`src/rtl/pps_pkg.sv`:
```
package pps_pkg;
  localparam int ADDR_W    = 8;
  localparam int DATA_W    = 16;
  localparam int LEN_W     = 2;
  localparam int PRE_STEPS = 3;
  localparam int UP_STEPS  = 44;
  localparam int DN_STEPS  = 4;
  localparam int IDX_W     = $clog2(UP_STEPS);

  typedef enum logic [1:0] {
    ST_IDLE  = 2'd0,
    ST_ISSUE = 2'd1,
    ST_PAUSE = 2'd2
  } seq_state_t;

  typedef struct packed {
    logic [ADDR_W-1:0] addr;
    logic [LEN_W-1:0]  len;
    logic [DATA_W-1:0] data;
    logic              pause;
  } step_t;

  function automatic step_t mk(input logic [ADDR_W-1:0] a, input int n,
                               input logic [DATA_W-1:0] d, input logic p);
    step_t s;
    s.addr  = a;
    s.len   = LEN_W'(n);
    s.data  = d;
    s.pause = p;
    return s;
  endfunction
endpackage

```
`src/rtl/pps_table.sv`:
```
module pps_table
  import pps_pkg::*;
(
  input  logic             sel_down,
  input  logic [IDX_W-1:0] idx,
  output step_t            step,
  output logic             last
);
  always_comb begin
    step = '0;
    if (sel_down) begin
      case (idx)
        6'd0: step = mk(8'h28, 0, 16'h0000, 1'b0);
        6'd1: step = mk(8'hB8, 2, 16'h8002, 1'b0);
        6'd2: step = mk(8'h10, 0, 16'h0000, 1'b0);
        6'd3: step = mk(8'hB0, 1, 16'h0000, 1'b0);
        default: step = '0;
      endcase
    end else begin
      case (idx)
        6'd0:  step = mk(8'h00, 0, 16'h0000, 1'b1);
        6'd1:  step = mk(8'h00, 0, 16'h0000, 1'b1);
        6'd2:  step = mk(8'h00, 0, 16'h0000, 1'b1);
        6'd3:  step = mk(8'hB0, 1, 16'h0017, 1'b0);
        6'd4:  step = mk(8'hBC, 1, 16'h0080, 1'b0);
        6'd5:  step = mk(8'h3B, 1, 16'h0000, 1'b0);
        6'd6:  step = mk(8'hB0, 1, 16'h0016, 1'b0);
        6'd7:  step = mk(8'hB8, 2, 16'hFFF9, 1'b0);
        6'd8:  step = mk(8'h11, 0, 16'h0000, 1'b0);
        6'd9:  step = mk(8'hBA, 1, 16'h0001, 1'b0);
        6'd10: step = mk(8'hBB, 1, 16'h0000, 1'b0);
        6'd11: step = mk(8'h3A, 1, 16'h0060, 1'b0);
        6'd12: step = mk(8'hBF, 1, 16'h0010, 1'b0);
        6'd13: step = mk(8'hB1, 1, 16'h0056, 1'b0);
        6'd14: step = mk(8'hB2, 1, 16'h0033, 1'b0);
        6'd15: step = mk(8'hB3, 1, 16'h0011, 1'b0);
        6'd16: step = mk(8'hB3, 1, 16'h0011, 1'b0);
        6'd17: step = mk(8'hB4, 1, 16'h0002, 1'b0);
        6'd18: step = mk(8'hB5, 1, 16'h002B, 1'b0);
        6'd19: step = mk(8'hB6, 1, 16'h0040, 1'b0);
        6'd20: step = mk(8'hB7, 1, 16'h0003, 1'b0);
        6'd21: step = mk(8'hB9, 1, 16'h0004, 1'b0);
        6'd22: step = mk(8'hBD, 1, 16'h0004, 1'b0);
        6'd23: step = mk(8'hBE, 1, 16'h0000, 1'b0);
        6'd24: step = mk(8'hC0, 1, 16'h0011, 1'b0);
        6'd25: step = mk(8'hC1, 1, 16'h0011, 1'b0);
        6'd26: step = mk(8'hC2, 1, 16'h0011, 1'b0);
        6'd27: step = mk(8'hC3, 2, 16'h2040, 1'b0);
        6'd28: step = mk(8'hC4, 2, 16'h60C0, 1'b0);
        6'd29: step = mk(8'hC5, 2, 16'h1020, 1'b0);
        6'd30: step = mk(8'hC6, 2, 16'h60C0, 1'b0);
        6'd31: step = mk(8'hC7, 2, 16'h5533, 1'b0);
        6'd32: step = mk(8'hC8, 1, 16'h0000, 1'b0);
        6'd33: step = mk(8'hC9, 1, 16'h0000, 1'b0);
        6'd34: step = mk(8'hCA, 1, 16'h0000, 1'b0);
        6'd35: step = mk(8'hEC, 2, 16'h01F0, 1'b0);
        6'd36: step = mk(8'hCF, 1, 16'h0002, 1'b0);
        6'd37: step = mk(8'hD0, 2, 16'h0804, 1'b0);
        6'd38: step = mk(8'hD1, 1, 16'h0001, 1'b0);
        6'd39: step = mk(8'hD2, 2, 16'h0000, 1'b0);
        6'd40: step = mk(8'hD3, 2, 16'h0D0E, 1'b0);
        6'd41: step = mk(8'hD4, 2, 16'h11A4, 1'b0);
        6'd42: step = mk(8'hD5, 1, 16'h000E, 1'b0);
        6'd43: step = mk(8'h29, 0, 16'h0000, 1'b0);
        default: step = '0;
      endcase
    end
  end

  assign last = sel_down ? (idx == IDX_W'(DN_STEPS - 1))
                         : (idx == IDX_W'(UP_STEPS - 1));
endmodule

```
`src/rtl/pps_timer.sv`:
```
module pps_timer #(
  parameter int WAIT_CYC = 125000
) (
  input  logic clk,
  input  logic rst_n,
  input  logic start,
  output logic expired
);
  localparam int CNT_W = $clog2(WAIT_CYC + 1);

  logic             run_q, run_d;
  logic [CNT_W-1:0] cnt_q, cnt_d;
  logic             cnt_en;

  assign expired = run_q && (cnt_q == CNT_W'(WAIT_CYC - 1));
  assign cnt_en  = start || run_q;

  always_comb begin
    run_d = run_q;
    cnt_d = cnt_q;
    if (start) begin
      run_d = 1'b1;
      cnt_d = '0;
    end else if (expired) begin
      run_d = 1'b0;
      cnt_d = '0;
    end else if (run_q) begin
      cnt_d = cnt_q + 1'b1;
    end
  end

  always_ff @(posedge clk or negedge rst_n) begin
    if (!rst_n) begin
      run_q <= 1'b0;
      cnt_q <= '0;
    end else if (cnt_en) begin
      run_q <= run_d;
      cnt_q <= cnt_d;
    end
  end


  wait_bound_chk: assert property (@(posedge clk) disable iff (!rst_n)
    run_q |-> (cnt_q < CNT_W'(WAIT_CYC)));
endmodule

```
`src/rtl/panel_pwr_seq.sv`:
```
module panel_pwr_seq
  import pps_pkg::*;
#(
  parameter int WAIT_CYC = 125000
) (
  input  logic        clk,
  input  logic        rst_n,
  input  logic        en_req,
  input  logic        dis_req,
  output logic        wr_req,
  output logic [7:0]  wr_addr,
  output logic [1:0]  wr_len,
  output logic [15:0] wr_data,
  input  logic        wr_done,
  input  logic        wr_err,
  output logic        busy,
  output logic        active,
  output logic        err
);
  seq_state_t       st_q, st_d;
  logic [IDX_W-1:0] idx_q, idx_d;
  logic             down_q, down_d;
  logic             acc_q, acc_d;
  logic             act_q, act_d;
  logic             err_q, err_d;
  logic             tmr_start, tmr_exp;
  logic             acc_now;
  step_t            cur;
  logic             cur_last;

  pps_table u_table (
    .sel_down (down_q),
    .idx      (idx_q),
    .step     (cur),
    .last     (cur_last)
  );

  pps_timer #(.WAIT_CYC(WAIT_CYC)) u_timer (
    .clk     (clk),
    .rst_n   (rst_n),
    .start   (tmr_start),
    .expired (tmr_exp)
  );

  assign acc_now = acc_q | wr_err;

  always_comb begin
    st_d      = st_q;
    idx_d     = idx_q;
    down_d    = down_q;
    acc_d     = acc_q;
    act_d     = act_q;
    err_d     = err_q;
    tmr_start = 1'b0;
    case (st_q)
      ST_IDLE: begin
        if (en_req && !act_q) begin
          st_d   = ST_ISSUE;
          down_d = 1'b0;
          idx_d  = '0;
          acc_d  = 1'b0;
          err_d  = 1'b0;
        end else if (dis_req && act_q) begin
          st_d   = ST_ISSUE;
          down_d = 1'b1;
          idx_d  = '0;
          acc_d  = 1'b0;
          err_d  = 1'b0;
        end
      end
      ST_ISSUE: begin
        if (wr_done) begin
          if (!down_q && (idx_q < IDX_W'(PRE_STEPS)) && wr_err) begin
            st_d  = ST_IDLE;
            err_d = 1'b1;
          end else begin
            acc_d = acc_now;
            if (cur_last) begin
              st_d  = ST_IDLE;
              err_d = acc_now;
              act_d = !down_q && !acc_now;
            end else if (cur.pause) begin
              st_d      = ST_PAUSE;
              tmr_start = 1'b1;
            end else begin
              idx_d = idx_q + 1'b1;
            end
          end
        end
      end
      ST_PAUSE: begin
        if (tmr_exp) begin
          st_d  = ST_ISSUE;
          idx_d = idx_q + 1'b1;
        end
      end
      default: st_d = ST_IDLE;
    endcase
  end

  always_ff @(posedge clk or negedge rst_n) begin
    if (!rst_n) begin
      st_q   <= ST_IDLE;
      idx_q  <= '0;
      down_q <= 1'b0;
      acc_q  <= 1'b0;
      act_q  <= 1'b0;
      err_q  <= 1'b0;
    end else begin
      st_q   <= st_d;
      idx_q  <= idx_d;
      down_q <= down_d;
      acc_q  <= acc_d;
      act_q  <= act_d;
      err_q  <= err_d;
    end
  end

  assign wr_req  = (st_q == ST_ISSUE);
  assign wr_addr = cur.addr;
  assign wr_len  = cur.len;
  assign wr_data = cur.data;
  assign busy    = (st_q != ST_IDLE);
  assign active  = act_q;
  assign err     = err_q;


  req_hold_chk: assert property (@(posedge clk) disable iff (!rst_n)
    (wr_req && !wr_done) |=> (wr_req && $stable(wr_addr) && $stable(wr_len)
                              && $stable(wr_data)));


  active_rise_chk: assert property (@(posedge clk) disable iff (!rst_n)
    $rose(active) |-> ($past(wr_done) && $past(wr_addr) == 8'h29 && !$past(wr_err)));


  idle_quiet_chk: assert property (@(posedge clk) disable iff (!rst_n)
    !busy |-> !wr_req);


  no_redundant_chk: assert property (@(posedge clk) disable iff (!rst_n)
    (!busy && en_req && !dis_req && active) |=> !busy);


  flag_excl_chk: assert property (@(posedge clk) disable iff (!rst_n)
    !(active && err));
endmodule

```
`config.mk`:
```
export PLATFORM = sky130hd
export DESIGN_NAME = panel_pwr_seq
export DESIGN_NICKNAME = d
export VERILOG_FILES = /design/src/rtl/pps_pkg.sv /design/src/rtl/pps_table.sv /design/src/rtl/pps_timer.sv /design/src/rtl/panel_pwr_seq.sv
export SDC_FILE = /design/constraint.sdc
export NUM_CORES = 1
export LEC_CHECK = 0
export BUFFER_PORTS_ARGS = -buffer_cell sky130_fd_sc_hd__buf_2
export CORE_UTILIZATION = 30
export CTS_BUF_LIST = sky130_fd_sc_hd__clkbuf_4
export DETAILED_ROUTE_END_ITERATION = 16
export PLACE_DENSITY = 0.45
export SLEW_MARGIN = 20
export SYNTH_ARGS = -nofsm -noshare
export SYNTH_HDL_FRONTEND = slang
export SYNTH_SLANG_ARGS = --single-unit
```
`constraint.sdc`:
```
create_clock -name clk -period 3.6 [get_ports clk]
set_input_delay 0.54 -clock clk [delete_from_list [all_inputs] [get_ports clk]]
set_output_delay 0.54 -clock clk [all_outputs]
set_load 0.02 [all_outputs]
```
### Yosys cells after proc, flatten, opt, wreduce, memory -nomap -nowiden

Memory sizes are Yosys's and may differ from the RTL's.
Cells that the tools add are included.

* ROM bits: 1728
* bits in latches: 0
* RAM bits: 0
* word-level logic and storage cells: 95
* flip-flop bits (word level): 30
* memories: 1
* output and inout bits: 30

* add/subtract/negate cells: 2
* divide/modulo/power cells: 0
* muxes and demuxes: 40
* reduce and logical (&&, ||, !) cells: 26
* multipliers: 0
* eq/ne operators: 15
* bitwise operators: 2
* order comparisons: 1
* shift-type cells: 0

Memory list
* (name not given): depth 64, bits a word 27, read ports 1, clocked after Yosys merged registers in 0, wr ports 0, RTL line pps_table.sv:20 `case (idx)`

Operator list (count)
* $pmux W27 S4: 1
* $mux W17: 3
* $mux W6: 7
* $mux W27: 1
* $pmux W6 S3: 1
* $add A17 B1 Y17 const B: 1
* $eq A17 B17 Y1 const B: 1
* $mux W1: 17
* $reduce_and A4 Y1: 4
* $mux W2: 7
* $eq A6 B2 Y1 const B: 2
* $ne A2 B2 Y1 const B: 4
* $reduce_bool A2 Y1: 4
* $reduce_and A7 Y1: 1
* $add A6 B1 Y6 const B: 1
* $eq A6 B1 Y1 const B: 1
* $eq A6 B6 Y1 const B: 1
* $logic_and A1 B1 Y1: 6
* $logic_not A6 Y1: 1
* $lt A6 B2 Y1 const B: 1
* $pmux W2 S3: 1
* $reduce_and A2 Y1: 3
* $reduce_bool A3 Y1: 2
* $ne A4 B1 Y1 const B: 1
* other kinds (11): 14

### Logic depth before layout (Yosys ltp)

* depth after elaboration: 10
* mapped depth: 9
* depth with buffers taken out: 7

### By module

From an unflattened synthesis, not the netlist that was laid out.

* cells, all modules: 392
* area, all modules: 3047.9 um^2

By module, submodules not included
* pps_table: cells an instance 204, area each 1260.0 um^2, times used 1, sequential area each 0.0 um^2
* pps_timer: cells an instance 105, area each 1007.2 um^2, times used 1, sequential area each 450.4 um^2
* panel_pwr_seq: cells an instance 83, area each 780.7 um^2, times used 1, sequential area each 300.3 um^2

### Worst setup path before layout

OpenSTA, ideal clock, no wires.

* kind: register -> output
* from: register idx_q[0]
* to: output port wr_addr[3]
* stages on the path, launching flop included: 7
* path slack: 0.857 ns
* buffers on the path: 2
* arrival time: 2.203 ns
* required time: 3.060 ns
* cells stage by stage: dfrtp_1 clkbuf_1 inv_1 ha_1 clkbuf_1 nor3_1 o311ai_0

* cells in the longest elaborated chain, start to end: 3

Ends and longest elaborated chain
* from (decl): RTL line panel_pwr_seq.sv:21 `logic [IDX_W-1:0] idx_q, idx_d;`
* from (signal assigned): RTL line panel_pwr_seq.sv:111 `idx_q <= idx_d;`
* parallel branches: the longest is 2 deep, another holds $mem_v2 Z64 W27
* $mux W27 (*): RTL line pps_table.sv:11 `if (sel_down) begin`
* to (decl): RTL line panel_pwr_seq.sv:11 `output logic [7:0] wr_addr,`

Every way passes the cells marked *.

### Final worst setup path

* from: register idx_q[0]
* to: output port wr_data[1]

* cells in the longest elaborated chain, start to end: 3

Ends and longest elaborated chain
* parallel branches: the longest is 2 deep, another holds $mem_v2 Z64 W27
* $mux W27 (*): RTL line pps_table.sv:11
* to (decl): RTL line panel_pwr_seq.sv:13 `output logic [15:0] wr_data,`

Marks and branches as above.

==> results.yml <==
timing:
  setup_viol: 0
  tightest_slew_ps: 987
  finalCritPeriodShare_pct: 92.3
  relSlewSlack_pct: 33.9
  rsz0062_at_grt: "false"
  slew_viol_final: 0
  final_hold_viol_count: 0
  fmaxAchievable_mhz: 301
  finalClockSkew_ps: 13.8
  setup_slack_ps: 277
  tns_ps: 0
  fin_crit_ps: 3320
route:
  viasPerCell: 5.69
  vias: 3168
  routedWlPerCell_um: 16.8
  ant_nets: 0
  drcViolationCount: 2
  drtIter0Drc: 169
  drtPass1Iterations: 11
  wl_um: 9360
logic_synthesis:
  syn_area_mm2: 0.00299
  synth-seq-area-share_pct: 25.1
  ys_ff_latch: 30
  yosysWarnings: 0
  yosys.area.top_type_share_pct: 25.1
  synthTopCellsByCount: "44 x a21oi_1, 40 x nand2_1, 37 x o21ai_0"
  synthCells: 403
  synth.avg_cell_area_um2: 7.43
  syn-num-nets: 424
  async_flop_share_pct: 100
  ys_types: 64
  yosys-top-cells-area: "dfrtp_1 25%, a21oi_1 7.4%, ha_1 6.3%"
  synth_largest_area_cell: "dfrtp_1"
  yosysMostFrequentCell: "a21oi_1"
  synth-edff-count: 0
  synth-main-ff-cell: "dfrtp_1"
pwr:
  p_per_area_mw_per_mm2: 621
  power_frac_seq_pct: 25.0
  comb_power_share_pct: 65.2
  leakage_nw: 1.42
  clockPowerShare_pct: 9.8
  ir_drop_v: 0.000251
  switching_share_pct: 53.0
  p_int_mw: 0.972
  power_switching_mw: 1.10
  finalPower_mw: 2.07
grt:
  grt_usage_pct: 19.1
  grt_pass1_wl_um: 15600
  grt_overflow_total: 0
  grt_max_degree: 51
  antenna_found_initial: 0
  grt_pass1_vias: 3014
finish:
  final_layout_size_suffix_gt1_share_pct: 14.9
  n_fill_cell: 1075
  diodes: 0
  finalNetCount: 444
  area_growth_pct: 11.2
clock_network:
  clk_pin_slew_ps: 110
  cts_setup_buffers: 0
  cts-resized-gates: 0
  cts-root-buf: "clkbuf_4"
  cts_tree: "done"
  clockBufferDepth: 2
  ctsHtreeMaxLevel: 2
  cts_hold_buf: 0
  numCtsBuffers: 5
  insertion_delay_ps: 330
  cts_sinks: 30
run:
  maxCapViolations: 0
critical_path:
  cp-end-kind: "output pin"
  worstSetupPathType: "flip-flop to output pin"
  worstPathRequired_ps: 3060
  worstPathArrival_ps: 2780
  start_kind: "flip-flop"
  path_max_fanout: 13
placed_design:
  dp_hpwl_um: 6660
  io_buffers: 35
  dp_slack_ps: 517
  place_congestion: 0.831
min_path:
  holdCritPathClass: "input pin to async pin"
floorplanning:
  io_pins: 36
  die_h_um: 102
  fp.coreArea_mm2: 0.00973
  die_w_um: 102
  rows: 36
  initial_core_util_pct: 30.8
  die-area_mm2: 0.0104
status:
  status: "finished, violations left"
  violations: "design-rule violations"
==> layout make-up <==
class | instances | area [um2] | area share [%]
clock buffer | 6 | 45.0 | 1.35
clock inverter | 2 | 8.76 | 0.263
inverter | 18 | 67.6 | 2.03
multi-input combinational | 325 | 2060 | 61.7
sequential | 30 | 751 | 22.5
tap | 133 | 166 | 5.00
timing repair buffer | 43 | 235 | 7.07
==> registers in the layout (all words and copies together) (netlist names) <==
signal	cells
u_timer.cnt_q	17
idx_q	6
st_q	2
acc_q	1
active	1
down_q	1
err	1
u_timer.run_q	1
==> placed cells by master (no fill, tap or decap), types with 3 or more instances in the layout <==
cell	synthesis	final
o2bb2ai_1	3	3
or3_1	8	8
nand2_1	40	40
buf_4	0	8
nand3_1	14	14
clkbuf_4	0	6
nor2_1	28	28
ha_1	15	14
a211oi_1	7	7
mux2i_1	8	8
and3_1	9	9
or2_2	4	4
buf_2	1	35
dfrtp_1	30	30
o41ai_1	4	4
and2_1	5	5
a31oi_1	7	7
or4_1	6	6
nor3_1	7	7
nor2b_1	7	7
a21oi_1	44	44
mux2_2	3	3
a311oi_1	5	5
inv_1	18	18
o31ai_1	9	9
nand4_1	8	8
o21ai_0	37	37
nand2b_1	5	5
==> logic make-up (layout without fill, tap and decap cells) <==
kind of cell	after synthesis	count (layout)	synth area share, %
xor gates and xnor gates	1	1	0.293
and+or+nand+nor	155	155	27.5
buffers and inverters	48	69	6.35
adders and majority gates	15	15	6.27
AOI/OAI and AO/OA	142	142	29.9
muxes	12	12	4.55
DFF	30	30	25.1
==> routing by layer <==
layer	global-route usage, %	vias to the layer above	share of wire, %
met1	25.2	1504	46
met4	7.36	0	2.0
met5	0	-	0
met3	3.08	13	5.0
met2	31.3	109	47
li1	-	1542	-
==> power by group through the flow <==
stage / Clock, mW / Sequential [mW] / Combinational (mW)
CTS: 0.219 / 0.516 / 1.34
global route: 0.229 / 0.532 / 1.49
detailed placement: 0 / 0.523 / 1.33
finish: 0.203 / 0.516 / 1.35
global placement: 0 / 0.523 / 1.34
floorplan: 0 / 0.472 / 1.02
==> stage by stage <==
step | area [um2] | hold WS, ps | instances | utilization (%)
after global routing | 3330 | 287 | 557 | 34.2
after global placement | 3270 | 520 | 549 | 33.6
after detailed placement | 3270 | 514 | 549 | 33.6
after CTS | 3330 | 255 | 557 | 34.2
final | 3330 | 245 | 557 | 34.2
after floorplan | 2990 | 244 | 403 | -
==> worst max-delay path, stage by stage (launching register included) <==
cell and delay [ps]:
dfrtp_1 600, inv_1 250, ha_1 440, inv_1 200
o21ai_0 110, a211oi_1 290, a21oi_1 100, a221o_1 310
buf_2 160
==> worst paths after layout <==
check,to,cells past startpoint,slack (ps),from
worst max-delay path,wr_data[1],8,280,idx_q[0]
worst min-delay path,st_q[0],1,250,rst_n
worst max register to register,u_timer.cnt_q[9],6,870,idx_q[0]
worst min register to register,err,2,530,err
max in group asynchronous,idx_q[0],1,2900,rst_n
min in group clk,down_q,3,470,dis_req
No activity file was read; power rests on OpenSTA's default activity.
